`src/rtl/pdc_pkg.sv`:
```
package pdc_pkg;
   typedef enum logic [1:0] {
      ST_IDLE = 2'd0,
      ST_BUSY = 2'd1,
      ST_PDN  = 2'd2
   } pdc_state_e;

   typedef struct packed {
      logic stop;
      logic pdm;
      logic other;
      logic done;
   } pdc_cmd_t;
endpackage

```
`src/rtl/pdc_next_state.sv`:
```
module pdc_next_state
   import pdc_pkg::*;
(
   input  pdc_state_e cur,
   input  pdc_cmd_t   cmd,
   output pdc_state_e nxt,
   output logic       wake,
   output logic       reject,
   output logic       exec
);
   logic any_cmd;
   assign any_cmd = cmd.stop | cmd.pdm | cmd.other;

   always_comb begin
      nxt    = cur;
      wake   = 1'b0;
      reject = 1'b0;
      exec   = 1'b0;
      unique case (cur)
         ST_IDLE: begin
            if (cmd.pdm) begin
               nxt = ST_PDN;
            end else if (cmd.other) begin
               nxt  = ST_BUSY;
               exec = 1'b1;
            end
         end
         ST_BUSY: begin
            reject = cmd.pdm;
            if (cmd.stop || cmd.done) begin
               nxt = ST_IDLE;
            end
         end
         ST_PDN: begin
            if (any_cmd) begin
               nxt  = ST_IDLE;
               wake = 1'b1;
            end
         end
         default: nxt = ST_IDLE;
      endcase
   end
endmodule

```
`src/rtl/pdc_event_regs.sv`:
```
module pdc_event_regs #(
   parameter int DET_W = 4
) (
   input  logic             clk,
   input  logic             rst_n,
   input  logic             wake,
   input  logic             reject,
   input  logic             exec,
   output logic [DET_W-1:0] det_rst,
   output logic             pdm_reject,
   output logic             cmd_exec
);
   always_ff @(posedge clk or negedge rst_n) begin
      if (!rst_n) begin
         pdm_reject <= 1'b0;
         cmd_exec   <= 1'b0;
      end else begin
         pdm_reject <= reject;
         cmd_exec   <= exec;
      end
   end

   for (genvar i = 0; i < DET_W; i++) begin : g_det
      always_ff @(posedge clk or negedge rst_n) begin
         if (!rst_n) det_rst[i] <= 1'b0;
         else        det_rst[i] <= wake;
      end
   end
endmodule

```
`src/rtl/pdc_enable_gen.sv`:
```
module pdc_enable_gen
   import pdc_pkg::*;
#(
   parameter bit REG_EN = 1'b1
) (
   input  logic       clk,
   input  logic       rst_n,
   input  pdc_state_e cur,
   input  pdc_state_e nxt,
   output logic       main_en,
   output logic       refresh_en,
   output logic       rtc_en
);
   assign refresh_en = 1'b1;
   assign rtc_en     = 1'b1;

   if (REG_EN) begin : g_reg
      logic en_q;
      always_ff @(posedge clk or negedge rst_n) begin
         if (!rst_n) en_q <= 1'b1;
         else        en_q <= (nxt != ST_PDN);
      end
      assign main_en = en_q;
      logic unused_cur;
      assign unused_cur = ^cur;
   end else begin : g_comb
      assign main_en = (cur != ST_PDN);
      logic unused_nxt;
      assign unused_nxt = ^{nxt, clk, rst_n};
   end
endmodule

```
`src/rtl/pwrdn_ctrl.sv`:
```
module pwrdn_ctrl
   import pdc_pkg::*;
#(
   parameter int DET_W  = 4,
   parameter bit REG_EN = 1'b1
) (
   input  logic             clk,
   input  logic             rst_n,
   input  logic             cmd_stop,
   input  logic             cmd_pdm,
   input  logic             cmd_other,
   input  logic             cmd_done,
   output logic [1:0]       state_o,
   output logic             main_en,
   output logic             refresh_en,
   output logic             rtc_en,
   output logic [DET_W-1:0] det_rst,
   output logic             pdm_reject,
   output logic             cmd_exec
);
   if (DET_W < 1 || DET_W > 64) begin : g_bad_det_w
      $error("pwrdn_ctrl: DET_W must lie in 1..64");
   end

   pdc_state_e state_q, state_d;
   pdc_cmd_t   cmd;
   logic       wake, reject, exec;

   assign cmd = '{stop: cmd_stop, pdm: cmd_pdm, other: cmd_other, done: cmd_done};

   pdc_next_state u_next (
      .cur    (state_q),
      .cmd    (cmd),
      .nxt    (state_d),
      .wake   (wake),
      .reject (reject),
      .exec   (exec)
   );

   always_ff @(posedge clk or negedge rst_n) begin
      if (!rst_n) state_q <= ST_IDLE;
      else        state_q <= state_d;
   end

   pdc_event_regs #(.DET_W(DET_W)) u_events (
      .clk        (clk),
      .rst_n      (rst_n),
      .wake       (wake),
      .reject     (reject),
      .exec       (exec),
      .det_rst    (det_rst),
      .pdm_reject (pdm_reject),
      .cmd_exec   (cmd_exec)
   );

   pdc_enable_gen #(.REG_EN(REG_EN)) u_enables (
      .clk        (clk),
      .rst_n      (rst_n),
      .cur        (state_q),
      .nxt        (state_d),
      .main_en    (main_en),
      .refresh_en (refresh_en),
      .rtc_en     (rtc_en)
   );

   assign state_o = state_q;
endmodule

```
`config.mk`:
```
export PLATFORM = sky130hd
export DESIGN_NAME = pwrdn_ctrl
export DESIGN_NICKNAME = d
export VERILOG_FILES = /design/src/rtl/pdc_pkg.sv /design/src/rtl/pdc_next_state.sv /design/src/rtl/pdc_event_regs.sv /design/src/rtl/pdc_enable_gen.sv /design/src/rtl/pwrdn_ctrl.sv
export SDC_FILE = /design/constraint.sdc
export NUM_CORES = 1
export LEC_CHECK = 0
export ABC_CLOCK_PERIOD_IN_PS = 2100
export CORE_AREA = 2 2 39 41
export CTS_BUF_LIST = sky130_fd_sc_hd__clkbuf_2
export DETAILED_ROUTE_END_ITERATION = 6
export DIE_AREA = 0 0 41 43
export GPL_TIMING_DRIVEN = 0
export SYNTH_ARGS = -nofsm -noshare
export SYNTH_HDL_FRONTEND = slang
export SYNTH_SLANG_ARGS = --single-unit
```
`constraint.sdc`:
```
create_clock -name clk -period 2.1 [get_ports clk]
set_clock_uncertainty 0.15 [all_clocks]
set_input_delay 0.21 -clock clk [delete_from_list [all_inputs] [get_ports clk]]
set_output_delay 0.21 -clock clk [all_outputs]
set_load 0.01 [all_outputs]
```
==> impl_metrics.toml, run 1 <==
[sta]
period_minus_slack_ns = 1.63
layout_setup_ws_ns = 0.475
rsz0062_at_grt = "no"
finalSetupViolations = 0
fmax_mhz = 615
period_share_pct = 77.4
setup_tns_ns = 0
drv_slew = 0
hold_viol = 0

[drt]
first_pass_iters = 2
ant_nets = 0
drc_errors = 0
wl_per_cell_um = 8.43
drtIter0Drc = 3
wirelength_um = 489
vias = 215
viasPerCell = 3.71

[critical_path]
start_kind = "register"
crit_family = "buffers and inverters"
worst-setup-path-type = "reg -> out"
crit_path_top_delay_cell = "clkdlybuf4s50_1"
crit_chain = "clkdlybuf4s50_1"
end_kind = "primary output"
crit_required_ns = 1.74
critical_path_arrival_ns = 1.27
max_stage_delay_ns = 0.59
cp_max_fo = 8
cp_num_buf_inv = 1

[clocking]
cts_made_buffers = 3
htreeDepth = 1
ctsLongestPathBuffers = 2
post_cts_buffers = 0
cts.clk_slew.worst_paths_ns = 0.07
cts_root_buf = "clkbuf_2"
cts_hold_buffers = 0
clk_latency_ns = 0.22
cts_resized = 0
clock_sinks = 6
cts_tree = "yes"

[power_and_ir_drop]
peakVddDrop_mv = 0.179
pwr_density_cell_nw_per_um2 = 699
total_leakage_power_nw = 0.195

[die]
fp-row-count = 14
top_level_ports = 17
die_w_um = 41
core_um2 = 1380
die-area_um2 = 1760
initial_core_util_pct = 19.8
die_height_um = 43

[synthesis]
synth_seq_cells = 6
ys_seq_area_share_pct = 55.3
yosys-top-cells-area = "dfrtp_1 46%, buf_4 14%, dfstp_2 9.6%"
yosysWarningCount = 0
synth.top_cell.area_share_pct = 45.7
yosysUniqueCellTypes = 12
syn_area_per_cell_um2 = 11.9
synthesis.area_um2 = 274
yosysTopAreaCell = "dfrtp_1"
synthCells = 23

[global_route]
grt_usage_pct = 8.23
grt_first_pass_wirelength_um = 800
grt_max_degree = 9
grt-ovfl-total = 0
grt_pass1_vias = 197
antenna_found_initial = 0

[place]
place_ws_ns = 0.692
place_congestion = 0.677
hpwl_um = 393
io_buffers = 14

[layout]
area.growth.synth_to_final_pct = 67.1
multiInputGateArea_um2 = 85.1
drive_above_1_share_pct = 28.6
n_antenna_cell = 0
fillCellCount = 153
final-seq-area_um2 = 151
nets = 49

[run]
cap_viol_max_count = 0

[run_status]
outcome = "finished, final reports clean"

[min_path]
hp-class = "in -> async"
==> final cells by class <==
type | instances | share of cell area, %
buffer | 5 | 8.20
tap | 16 | 4.37
inverter | 1 | 0.820
multi-input combinational | 12 | 18.6
sequential | 6 | 33.1
clock buffer | 4 | 4.37
timing repair buffer | 14 | 30.6
==> cells in the final DEF (no fill, tap or decap), types with 2 or more instances in the layout <==
cell type        netlist  layout
clkdlybuf4s50_1        0      14
buf_4                  5       5
dfrtp_1                5       5
clkbuf_2               0       4
nor3b_1                3       3
or3b_1                 2       2
conb_1                 1       2
==> final timing paths <==
kind,start,end,slack [ns],cells past startpoint
max in group asynchronous,rst_n,u_enables.main_en,1.47,1
max reg2reg,state_o[0],state_o[0],0.91,2
max,state_o[1],state_o[1],0.47,1
min,rst_n,u_events.det_rst[3],0.06,1
min reg2reg,state_o[1],state_o[0],0.39,1
min in group clk,state_o[1],state_o[0],0.39,1
==> Yosys cell counts (all sizes together) <==
| cell type | n |
|---|---|
| a31oi | 1 |
| a31o | 1 |
| dfstp | 1 |
| dfrtp | 5 |
| a21oi | 1 |
| nor3 | 1 |
| nor3b | 3 |
| nor4b | 1 |
| inv | 1 |
| conb | 1 |
| buf | 5 |
| or3b | 2 |
==> flip-flops by register name (all words and copies together) (netlist names) <==
register	flops
state_o	2
u_enables.main_en	1
u_events.cmd_exec	1
u_events.det_rst	1
u_events.pdm_reject	1
==> layer usage <==
metal | wire, um | GRT usage [%] | vias up
met5 | 0 | 0 | -
met1 | 194 | 9.36 | 90
li1 | - | - | 111
met4 | 0 | 14.0 | 0
met3 | 77 | 3.66 | 0
met2 | 217 | 7.81 | 14
==> power breakdown <==
group / internal, mW / switching, mW
combinational: 0.0588 / 0.0301
clock: 0.0504 / 0.0407
sequential: 0.129 / 0.0114
==> cell families after synthesis <==
group                  share of synthesized area (%)
AND/OR/NAND/NOR                                 19.6
other                                           1.37
buffers and inverters                           15.1
flip-flops                                      55.3
AO/OA/AOI/OAI                                   8.68
==> per-stage QoR <==
| step | utilization [%] | instances | cell area (um^2) | total power [mW] | hold WS (ns) |
|---|---|---|---|---|---|
| 5_1_grt | 33.1 | 58 | 458 | 0.341 | 0.0791 |
| 6_report | 33.1 | 58 | 458 | 0.320 | 0.0608 |
| 4_1_cts | 33.1 | 58 | 458 | 0.327 | 0.0531 |
| 3_5_place_dp | 31.6 | 54 | 438 | 0.232 | 0.305 |
| 3_3_place_gp | 31.6 | 54 | 438 | 0.231 | 0.306 |
| 2_1_floorplan | - | 24 | 278 | 0.179 | -0.236 |
(Power assumes the default switching activity.)
==> run 2, diff against run 1 <==
--- a/config.mk
+++ b/config.mk
@@ -5,7 +5,7 @@
 export SDC_FILE = /design/constraint.sdc
 export NUM_CORES = 1
 export LEC_CHECK = 0
-export ABC_CLOCK_PERIOD_IN_PS = 2100
+export ABC_CLOCK_PERIOD_IN_PS = 1350
 export CORE_AREA = 2 2 39 41
 export CTS_BUF_LIST = sky130_fd_sc_hd__clkbuf_2
 export DETAILED_ROUTE_END_ITERATION = 6
==> constraint.sdc (replaced) <==
create_clock -name clk -period 1.35 [get_ports clk]
set_clock_uncertainty 0.15 [all_clocks]
set_input_delay 0.135 -clock clk [delete_from_list [all_inputs] [get_ports clk]]
set_output_delay 0.135 -clock clk [all_outputs]
set_load 0.01 [all_outputs]
==> run 2 against run 1 <==
Largest cell class unchanged; sequential power is 56% higher; cell count grew 3.4%; total power increased by 53%; critical endpoint is now det_rst[3]; sequential share of layout area decreased by 0.17 points; global-route usage up 0.29 points; non-clock buffer count rose by 2; first-iteration DRC count is 67% lower; register-to-register slack worse by 0.74 ns; hold slack better by 0.28 ns; via count rose by 2.8%.
==> impl_metrics.toml, run 2 (synthesized netlist as in run 1, its figures left out) <==
[clocking]
cts_tree = "yes"
ctsLongestPathBuffers = 2
clock_sinks = 6
cts.clk_slew.worst_paths_ns = 0.07
cts_made_buffers = 3
clk_latency_ns = 0.22
htreeDepth = 1
cts_root_buf = "clkbuf_2"

[global_route]
grt_max_degree = 9
grt_usage_pct = 8.52
grt-ovfl-total = 0
grt_pass1_vias = 198
antenna_found_initial = 0
grt_first_pass_wirelength_um = 834

[critical_path]
start_kind = "register"
critical_path_arrival_ns = 1.01
end_kind = "primary output"
crit_path_top_delay_cell = "dfrtp_1"
crit_top_cell = "buf_4"
crit_required_ns = 1.07
cp_num_buf_inv = 3
crit_family = "flip-flops"
cp_max_fo = 4
max_stage_delay_ns = 0.40
crit_chain = "buf_4 > buf_4 > buf_4"
worst-setup-path-type = "reg -> out"

[layout]
area.growth.synth_to_final_pct = 70.8
fillCellCount = 153
nets = 51
largest_reg_flops = 2
final_core_util_pct = 33.8
final-seq-area_um2 = 154
drive_above_1_share_pct = 36.4
n_antenna_cell = 0
design_area_um2 = 468
final_cell_mix = "7 x buf_4, 6 x dlygate4sd2_1, 5 x clkdlybuf4s50_1"
final_common_cell = "buf_4"
multiInputGateArea_um2 = 85.1

[place]
placedInstanceArea_um2 = 438
place_congestion = 0.677
hpwl_um = 393
io_buffers = 14

[drt]
ant_nets = 0
vias = 221
first_pass_iters = 3
drtIter0Drc = 1
drc_errors = 0
wl_per_cell_um = 9.07
wirelength_um = 544
viasPerCell = 3.68

[power_and_ir_drop]
peakVddDrop_mv = 0.261
pwr_density_cell_nw_per_um2 = 1050
finalPower_mw = 0.490
total_leakage_power_nw = 0.223

[die]
die_w_um = 41
core_um2 = 1380
top_level_ports = 17
die_height_um = 43
die-area_um2 = 1760
fp-row-count = 14
initial_core_util_pct = 19.8

[sta]
whs_ns = 0.339
drv_slew = 0
hold_viol = 0
setup_tns_ns = 0
rsz0062_at_grt = "no"
finalSetupViolations = 0
fmax_mhz = 772
period_minus_slack_ns = 1.29
period_share_pct = 95.9

[min_path]
hp-class = "reg -> reg"

[run]
cap_viol_max_count = 0

[run_status]
outcome = "finished, final reports clean"
-- run 2: changes by cell type in the layout (fill, tap and decap cells not counted) --
cell,change
dlygate4sd2_1,+6
dfrtp_1,-2
dlygate4sd3_1,+1
clkdlybuf4s50_1,-9
clkdlybuf4s15_1,+2
dfrtp_2,+2
buf_4,+2
-- run 2: layer usage --
metal  vias up  track usage (%)  wire [um]
li1        114                -          -
met1        93             10.3        215
met2        14             8.13        257
met3         0             3.14         70
met4         0             14.0          0
met5         -                0          0
-- run 2: final timing paths --
kind                                      from                   to  slack (ns)  cells after the start
max in group asynchronous                rst_n    u_enables.main_en        0.23                      2
hold reg to reg                     state_o[1]           state_o[0]        0.34                      1
setup / recovery           u_events.det_rst[3]           det_rst[3]        0.06                      3
setup reg to reg                    state_o[0]           state_o[0]        0.17                      2
min in group asynchronous                rst_n  u_events.det_rst[3]        0.54                      2
hold / removal                      state_o[1]           state_o[0]        0.34                      1
-- run 2: per-stage QoR --
stage / setup WS, ns / cells
6_report: 0.0552 / 60
5_1_grt: 0.0103 / 60
4_1_cts: 0.0237 / 60
3_5_place_dp: 0.0169 / 54
3_3_place_gp: 0.0266 / 54
2_1_floorplan: 0.188 / 24
-- run 2: area by class of cell --
cell class | count | area share (%)
plain buffers | 5 | 8.02
inverters | 1 | 0.802
clock buffers | 4 | 4.28
flip-flops and latches | 6 | 32.9
well taps | 16 | 4.28
multi-input cells | 12 | 18.2
repair buffers | 16 | 31.6
-- run 2: what timing repair did --
action,4_1_cts,5_1_grt
endpoints found under the setup margin,9,2
resized for setup,12,2
setup buffers,1,0
hold buffers,1,0
hold endpoints to repair,5,0
pin swaps,0,0
-- run 2: worst reg2reg max path, cell delays in order (launching register included) --
cell     delay (ns)
dfrtp_2        0.45
or3b_1         0.39
a21oi_2        0.12
-- run 2: where the power goes --
part           switching (mW)  total, mW  internal [mW]
clock                  0.0632      0.142         0.0784
combinational          0.0493      0.129         0.0798
sequential             0.0175      0.219          0.201
total                   0.130      0.490          0.360
